### config.mk
export PLATFORM = sky130hd
export DESIGN_NAME = thread_fetch_sel
export DESIGN_NICKNAME = d
export VERILOG_FILES = /design/src/rtl/thread_fetch_pkg.sv /design/src/rtl/tfs_slot_ctr.sv /design/src/rtl/tfs_ready_tbl.sv /design/src/rtl/tfs_pc_file.sv /design/src/rtl/tfs_slot_arb.sv /design/src/rtl/thread_fetch_sel.sv
export SDC_FILE = /design/constraint.sdc
export NUM_CORES = 1
export LEC_CHECK = 0
export BUFFER_PORTS_ARGS = -buffer_cell sky130_fd_sc_hd__buf_4
export CORE_UTILIZATION = 60
export DETAILED_ROUTE_END_ITERATION = 8
export PLACE_DENSITY_LB_ADDON = 0.1
export RECOVER_POWER = 50
export SYNTH_ARGS = -nofsm -noshare
export SYNTH_HDL_FRONTEND = slang
export SYNTH_SLANG_ARGS = --single-unit
### constraint.sdc
create_clock -name clk -period 4.1 [get_ports clk]
set_input_delay 0.82 -clock clk [delete_from_list [all_inputs] [get_ports clk]]
set_output_delay 0.82 -clock clk [all_outputs]
set_load 0.05 [all_outputs]
### src/rtl/thread_fetch_pkg.sv
package thread_fetch_pkg;

   // Width of an index over n items, never below one bit.
   function automatic int idx_width(input int n);
      return (n > 1) ? $clog2(n) : 1;
   endfunction

   // Modular increment used by the rotation pointers.
   function automatic int wrap_next(input int v, input int n);
      return (v + 1 >= n) ? 0 : v + 1;
   endfunction

endpackage

### src/rtl/tfs_slot_ctr.sv
module tfs_slot_ctr #(
   parameter int NUM_SLOTS = 4,
   parameter int SLOT_W    = 2
) (
   input  logic              clk,
   input  logic              rst,
   output logic [SLOT_W-1:0] slot_o
);
   generate
      if (NUM_SLOTS > 1) begin : g_cycle
         logic [SLOT_W-1:0] slot_q;
         always_ff @(posedge clk) begin
            if (rst)
               slot_q <= '0;
            else if (slot_q == SLOT_W'(NUM_SLOTS - 1))
               slot_q <= '0;
            else
               slot_q <= slot_q + 1'b1;
         end
         assign slot_o = slot_q;
      end else begin : g_single
         assign slot_o = '0;
      end
   endgenerate
endmodule

### src/rtl/tfs_ready_tbl.sv
module tfs_ready_tbl #(
   parameter int NUM_THREADS = 8,
   parameter int TID_W       = 3
) (
   input  logic                   clk,
   input  logic                   rst,
   input  logic [NUM_THREADS-1:0] wake_i,
   input  logic                   miss_valid_i,
   input  logic [TID_W-1:0]       miss_tid_i,
   output logic [NUM_THREADS-1:0] ready_o
);
   logic [NUM_THREADS-1:0] ready_q;

   always_ff @(posedge clk) begin
      if (rst) begin
         ready_q <= '1;
      end else begin
         for (int t = 0; t < NUM_THREADS; t++) begin
            if (miss_valid_i && (miss_tid_i == TID_W'(t)))
               ready_q[t] <= 1'b0;
            else if (wake_i[t])
               ready_q[t] <= 1'b1;
         end
      end
   end

   assign ready_o = ready_q;
endmodule

### src/rtl/tfs_pc_file.sv
module tfs_pc_file #(
   parameter int              NUM_THREADS = 8,
   parameter int              TID_W       = 3,
   parameter int              PC_W        = 32,
   parameter logic [PC_W-1:0] RESET_PC    = '0,
   parameter int              PC_STEP     = 4
) (
   input  logic             clk,
   input  logic             rst,
   input  logic [TID_W-1:0] rd_tid_i,
   output logic [PC_W-1:0]  rd_pc_o,
   input  logic             upd_valid_i,
   input  logic             upd_redirect_i,
   input  logic [TID_W-1:0] upd_tid_i,
   input  logic [PC_W-1:0]  upd_target_i,
   output logic             kill_valid_o,
   output logic [TID_W-1:0] kill_tid_o
);
   logic [PC_W-1:0]  pc_q [NUM_THREADS];
   logic             kill_q;
   logic [TID_W-1:0] kill_tid_q;

   always_ff @(posedge clk) begin
      if (rst) begin
         for (int t = 0; t < NUM_THREADS; t++)
            pc_q[t] <= RESET_PC;
      end else if (upd_valid_i) begin
         if (upd_redirect_i)
            pc_q[upd_tid_i] <= upd_target_i;
         else
            pc_q[upd_tid_i] <= pc_q[upd_tid_i] + PC_W'(PC_STEP);
      end
   end

   always_ff @(posedge clk) begin
      if (rst) begin
         kill_q     <= 1'b0;
         kill_tid_q <= '0;
      end else begin
         kill_q     <= upd_valid_i && upd_redirect_i;
         kill_tid_q <= (upd_valid_i && upd_redirect_i) ? upd_tid_i : '0;
      end
   end

   assign rd_pc_o      = pc_q[rd_tid_i];
   assign kill_valid_o = kill_q;
   assign kill_tid_o   = kill_tid_q;
endmodule

### src/rtl/tfs_slot_arb.sv
module tfs_slot_arb #(
   parameter int NUM_THREADS = 8,
   parameter int NUM_SLOTS   = 4,
   parameter int TID_W       = 3,
   parameter int SLOT_W      = 2
) (
   input  logic                   clk,
   input  logic                   rst,
   input  logic [SLOT_W-1:0]      slot_i,
   input  logic [NUM_THREADS-1:0] ready_i,
   output logic                   grant_o,
   output logic [TID_W-1:0]       grant_tid_o
);
   import thread_fetch_pkg::*;

   localparam int PER_SLOT = NUM_THREADS / NUM_SLOTS;
   localparam int PTR_W    = idx_width(PER_SLOT);

   generate
      if (PER_SLOT > 1) begin : g_rotate
         logic [PTR_W-1:0] ptr_q [NUM_SLOTS];
         logic [PTR_W-1:0] pick;
         logic             hit;

         // Scan the slot's members starting at the rotation pointer.
         always_comb begin
            int m;
            hit  = 1'b0;
            pick = '0;
            for (int k = 0; k < PER_SLOT; k++) begin
               m = int'(ptr_q[slot_i]) + k;
               if (m >= PER_SLOT)
                  m = m - PER_SLOT;
               if (!hit && ready_i[int'(slot_i) + m * NUM_SLOTS]) begin
                  hit  = 1'b1;
                  pick = PTR_W'(m);
               end
            end
         end

         always_ff @(posedge clk) begin
            if (rst) begin
               for (int s = 0; s < NUM_SLOTS; s++)
                  ptr_q[s] <= '0;
            end else if (hit) begin
               ptr_q[slot_i] <= PTR_W'(wrap_next(int'(pick), PER_SLOT));
            end
         end

         assign grant_o     = hit;
         assign grant_tid_o = TID_W'(int'(slot_i) + int'(pick) * NUM_SLOTS);
      end else begin : g_direct
         // One thread per slot: no rotation state is needed.
         assign grant_o     = ready_i[slot_i];
         assign grant_tid_o = TID_W'(slot_i);
      end
   endgenerate
endmodule

### src/rtl/thread_fetch_sel.sv
module thread_fetch_sel #(
   parameter int              NUM_THREADS = 8,
   parameter int              NUM_SLOTS   = 4,
   parameter int              PC_W        = 32,
   parameter logic [PC_W-1:0] RESET_PC    = '0,
   parameter int              PC_STEP     = 4,
   localparam int             TID_W       = thread_fetch_pkg::idx_width(NUM_THREADS),
   localparam int             SLOT_W      = thread_fetch_pkg::idx_width(NUM_SLOTS)
) (
   input  logic                   clk,
   input  logic                   rst,
   input  logic [NUM_THREADS-1:0] wake_i,
   input  logic                   miss_valid_i,
   input  logic [TID_W-1:0]       miss_tid_i,
   input  logic                   upd_valid_i,
   input  logic                   upd_redirect_i,
   input  logic [TID_W-1:0]       upd_tid_i,
   input  logic [PC_W-1:0]        upd_target_i,
   output logic                   fetch_valid_o,
   output logic [TID_W-1:0]       fetch_tid_o,
   output logic [SLOT_W-1:0]      fetch_slot_o,
   output logic [PC_W-1:0]        fetch_pc_o,
   output logic                   kill_valid_o,
   output logic [TID_W-1:0]       kill_tid_o
);
   generate
      if (NUM_SLOTS < 1) begin : g_bad_slots
         $error("NUM_SLOTS must be at least 1");
      end
      if (NUM_THREADS < 2) begin : g_bad_threads
         $error("NUM_THREADS must be at least 2");
      end
      if ((NUM_THREADS % NUM_SLOTS) != 0) begin : g_bad_ratio
         $error("NUM_THREADS must be a multiple of NUM_SLOTS");
      end
      if (PC_W < 2) begin : g_bad_pc
         $error("PC_W too narrow");
      end
   endgenerate

   logic [SLOT_W-1:0]      slot;
   logic [NUM_THREADS-1:0] ready;
   logic                   grant;
   logic [TID_W-1:0]       grant_tid;
   logic [PC_W-1:0]        grant_pc;

   tfs_slot_ctr #(
      .NUM_SLOTS (NUM_SLOTS),
      .SLOT_W    (SLOT_W)
   ) i_slot_ctr (
      .clk    (clk),
      .rst    (rst),
      .slot_o (slot)
   );

   tfs_ready_tbl #(
      .NUM_THREADS (NUM_THREADS),
      .TID_W       (TID_W)
   ) i_ready_tbl (
      .clk          (clk),
      .rst          (rst),
      .wake_i       (wake_i),
      .miss_valid_i (miss_valid_i),
      .miss_tid_i   (miss_tid_i),
      .ready_o      (ready)
   );

   tfs_slot_arb #(
      .NUM_THREADS (NUM_THREADS),
      .NUM_SLOTS   (NUM_SLOTS),
      .TID_W       (TID_W),
      .SLOT_W      (SLOT_W)
   ) i_slot_arb (
      .clk         (clk),
      .rst         (rst),
      .slot_i      (slot),
      .ready_i     (ready),
      .grant_o     (grant),
      .grant_tid_o (grant_tid)
   );

   tfs_pc_file #(
      .NUM_THREADS (NUM_THREADS),
      .TID_W       (TID_W),
      .PC_W        (PC_W),
      .RESET_PC    (RESET_PC),
      .PC_STEP     (PC_STEP)
   ) i_pc_file (
      .clk            (clk),
      .rst            (rst),
      .rd_tid_i       (grant_tid),
      .rd_pc_o        (grant_pc),
      .upd_valid_i    (upd_valid_i),
      .upd_redirect_i (upd_redirect_i),
      .upd_tid_i      (upd_tid_i),
      .upd_target_i   (upd_target_i),
      .kill_valid_o   (kill_valid_o),
      .kill_tid_o     (kill_tid_o)
   );

   always_ff @(posedge clk) begin
      if (rst) begin
         fetch_valid_o <= 1'b0;
         fetch_tid_o   <= '0;
         fetch_slot_o  <= '0;
         fetch_pc_o    <= '0;
      end else begin
         fetch_valid_o <= grant;
         fetch_slot_o  <= slot;
         fetch_tid_o   <= grant ? grant_tid : '0;
         fetch_pc_o    <= grant ? grant_pc : '0;
      end
   end
endmodule

# Yosys cells after proc, flatten, opt, wreduce, memory -nomap -nowiden

Memories as Yosys holds them, arrays and structs flattened. A register that Yosys moved wholly into a read port is not among the register bits.
Cells that the tools add are included.

$add $sub $neg: 9
Multiply operators: 0
Divide/modulo/power cells: 0
$lt $le $gt $ge: 5
Equality and inequality tests: 8
Shifts and indexed selects: 0
Multiplexer cells: 50
Bitwise gates (word level): 3
Reductions and logical operators: 25

Operators with widths:

| operator              | count |
|---|---|
| $add 3x32->32         | 2 |
| $lt 32x5->1 const B   | 2 |
| $mux 32               | 2 |
| $mux 30               | 2 |
| $mux 1                | 41 |
| $add 32x3->32 const B | 1 |
| $ge 32x3->1 const B   | 1 |
| $reduce_or 32->1      | 1 |
| $sub 30x3->30 const B | 1 |
| $reduce_bool 2->1     | 8 |
| $eq 3x3->1 const B    | 4 |
| $logic_and 1x1->1     | 10 |
| $bmux 1 s3            | 2 |
| $eq 3x2->1 const B    | 2 |
| $reduce_or 2->1       | 3 |
| $add 1x1->2 const B   | 2 |
| $mux 2                | 2 |
| $add 2x3->3           | 1 |
| $eq 3x1->1 const B    | 1 |
| $logic_not 3->1       | 1 |
| $mux 3                | 1 |
| $sub 1x2->3 const B   | 1 |
| $add 2x1->2 const B   | 1 |
| $eq 2x2->1 const B    | 1 |
| other kinds (6)       | 7 |

Flip-flop bits (word level): 20
Latch bits: 0
Memory bits (writable): 260
Bits in read-only memories: 0
Input bits: 51
Output and inout port bits: 42
Word-level logic and storage cells: 116
Memories: 2

Memory list:

| name                      | words | bits a word | rd ports | clocked after memory_dff | write ports | line               | RTL |
|---|---|---|---|---|---|---|---|
| i_pc_file.pc_q            | 8     | 32          | 2        | 1                        | 8           | tfs_pc_file.sv:19  | `logic [PC_W-1:0] pc_q [NUM_THREADS];` |
| i_slot_arb.g_rotate.ptr_q | 4     | 1           | 1        | 1                        | 4           | tfs_slot_arb.sv:21 | `logic [PTR_W-1:0] ptr_q [NUM_SLOTS];` |

# Logic depth before layout (Yosys ltp)

Word-level depth: 15
Gate-level depth with buffers: 14
Mapped depth without buffers: 9

# Cells and area by module

From an unflattened synthesis, not the netlist that was laid out.

Cells, all modules: 1,455
Area total of the unflattened synthesis: 17,905.9 um2

By module, submodules not included:

| module           | instances | cells an instance | area an instance (um2) | sequential area each (um2) |
|---|---|---|---|---|
| tfs_pc_file      | 1         | 1,304             | 15,964.1               | 7,767.4 |
| thread_fetch_sel | 1         | 83                | 1,162.4                | 760.7 |
| tfs_slot_arb     | 1         | 31                | 365.4                  | 120.1 |
| tfs_ready_tbl    | 1         | 32                | 339.1                  | 160.2 |
| tfs_slot_ctr     | 1         | 5                 | 75.1                   | 40.0 |

# Worst setup path after synthesis

OpenSTA, ideal clock, no wires.

Path type: in2reg
From: input port upd_tid_i[1]
To: memory i_pc_file.pc_q[0][12] (data pin)
Library setup time: 272 ps
Arrival time: 3,353 ps
Data required time: 3,828 ps
Path slack: 475 ps
Stages: 14
Path buffers: 5
Cells stage by stage: buf_6 buf_12 buf_12 mux4_1 mux2_2 ha_1 and3_1 buf_4 and2_0 clkbuf_1 nand2_1 xor2_1 mux2i_1 nor2_1

RTL lines:

| what            | line                   | RTL |
|---|---|---|
| start, declared | thread_fetch_sel.sv:17 | `input logic [TID_W-1:0] upd_tid_i,` |
| end, declared   | tfs_pc_file.sv:19      |  |

==> impl_metrics.ini <==
[global_routing]
grt_start_max_net_pins = 60
grt_pass1_vias = 10600
grt_pass1_wl_mm = 63.8
track_usage_pct = 33.1
globalRoute.busiestLayer = met2
grt_antenna_before_repair = 0
overflow = 0
use_met1_pct = 45.5
met2_usage_pct = 52.6
met3_usage_pct = 6.12

[final_layout]
instances_no_fill = 1552
nets = 1249
num_antenna_cells = 0
final_layout_size_suffix_gt1_share_pct = 24.6
ff_latch_area_sq_um = 8850
multi_input_area_sq_um = 6190
area_growth_pct = 13.0
layout_commonest_cell = edfxtp_1
fillers = 1758
final_cell_mix = 260 x edfxtp_1, 247 x nor2_1, 106 x mux4_2

[placed_design]
pre_cts_slack_ns = 0.108
hpwl_mm = 25.2
dp_cells = 1490
gp_congestion = 0.846
numPortBuffers = 92

[route]
wl_per_cell_um = 27.3
antenna_left = 0
avgViaCountPerCell = 6.77
drc = 0
drt-pass1-iter-count = 5
postRouteWirelength_mm = 42.4
first_iter_violations = 1196
vias = 10500

[synthesis]
synthArstFlopShare_pct = 0
synth-main-ff-cell = edfxtp_1
synth_cell_types = 61
syn-num-nets = 1142
ys_seq_elements = 312
yosysWarningCount = 0
ys_seq_area_share_pct = 56.9
syn-instance-count = 1089
synth_area_sq_um = 15600
synth.avg_cell_area_sq_um = 14.3
synth_edf_count = 260

[job]
maxCapViolations = 2

[floorplan]
initial_core_util_pct = 61.5
die_width_um = 163
core_sq_um = 25300
rows = 58
num_io_pins = 93
dieHeight_um = 163
die-area_sq_um = 26600

[power_and_ir_drop]
powerDensity_nw_per_um2 = 460
p_leak_nw = 6.35
peakVddDrop_mv = 0.394

[sta]
hold_viol_final = 0
setup_slack_ns = 0.328
setup_violations = 0
finClkSkew_ns = 0.0152
grt_setup_unrepaired = false
fmax_ghz = 0.265
slew-limit-headroom_pct = -40.3
min_period_ns = 3.77
post-route-period-util_pct = 92.0
drv_slew = 85
worst_slew_pin_slew_ns = 2.11
setup_tns_ns = 0

[clock_tree]
path_clk_slew_ns = 0.06
cts_max_path_buffers = 3
cts_setup_buffers = 0
cts_tree = built
h-tree-depth = 2
clockRootBuffer = clkbuf_16
cts_resized = 0
hold_buffers = 0
clock_sinks = 312
numCtsBuffers = 34
clkLatencyLatePin_ns = 0.52

[setup_path]
critPathKind = input pin to register
cp-start-kind = input pin
crit_path_max_fanout = 18
cp.arrival_ns = 3.88
end_kind = register
cp.required_ns = 4.21

[status]
violations = max-capacitance violations, max-slew violations
outcome = finished with violations

[hold_path]
hold_class = register to register
layout make-up:
type                    count  area share (%)
well taps                 330            2.35
repair buffers            155            5.68
flip-flops and latches    312            50.3
clock buffers              43            5.51
inverters                   6           0.128
clock inverters            19           0.818
multi-input cells         687            35.2
sequential cells by signal, indices dropped and copies added, names as in the netlist:
register and cells:
i_pc_file.pc_q 256, fetch_pc_o 32, i_ready_tbl.ready_o 8, i_slot_arb.g_rotate.ptr_q 4
fetch_tid_o 3, i_pc_file.kill_tid_o 3, fetch_slot_o 2, i_slot_ctr.slot_o 2
fetch_valid_o 1, i_pc_file.kill_valid_o 1
routing by layer:
metal	up-vias	wire length, um
li1	4425	-
met2	763	20300
met5	-	0
met3	137	5200
met1	5186	15600
met4	0	1440
synthesized netlist by cell type, drive strengths merged, types with 11 or more instances:
cell    instances  area, sq um
nor2          249          937
nand3          14         82.6
mux4          125         2890
o22ai          38          238
and2           11         71.3
xnor2          14          130
a21oi          12         60.1
mux2i          42          484
a22o           32          280
clkbuf         47          176
buf            37          338
nand2          56          210
dfxtp          52         1040
edfxtp        260         7810
worst paths after layout:
kind,end,start,slack [ns],cells after the start
worst min register to register,i_ready_tbl.ready_o[6],i_ready_tbl.ready_o[6],0.50,2
worst max-delay path,i_pc_file.pc_q[4][19],rst,0.33,6
worst min-delay path,i_ready_tbl.ready_o[6],i_ready_tbl.ready_o[6],0.50,2
worst max register to register,fetch_pc_o[9],i_slot_ctr.slot_o[1],0.92,3
stage by stage:
stage | power, mW | hold WS (ns) | utilization [%] | area (sq um)
2_1_floorplan | 4.72 | 0.441 | - | 15600
3_3_place_gp | 5.15 | 0.468 | 66.2 | 16800
3_5_place_dp | 5.17 | 0.483 | 66.2 | 16800
4_1_cts | 8.16 | 0.497 | 70.6 | 17900
5_1_grt | 8.31 | 0.525 | 69.4 | 17600
6_report | 8.08 | 0.495 | 69.4 | 17600
critical path, cell delays in order:
cell and delay (ns):
clkbuf_1 0.20, nor2b_1 0.45, clkbuf_1 0.43, nand3_1 0.16, nand2_1 0.67, clkbuf_1 1.14
logic make-up after synthesis:
logic type | synth area share, %
AO/OA/AOI/OAI | 5.06
XOR/XNOR | 1.29
adder cells (fa/ha/maj) | 0.161
buffers and inverters | 3.45
flip-flops | 56.9
multiplexers | 22.1
AND/OR/NAND/NOR | 11.1
report_power, final:
part | internal (mW) | leakage, nW | switching [mW]
sequential | 3.63 | 3.12 | 0.112
clock | 1.80 | 0.554 | 1.23
combinational | 0.492 | 2.67 | 0.820
(Power assumes the default switching activity.)
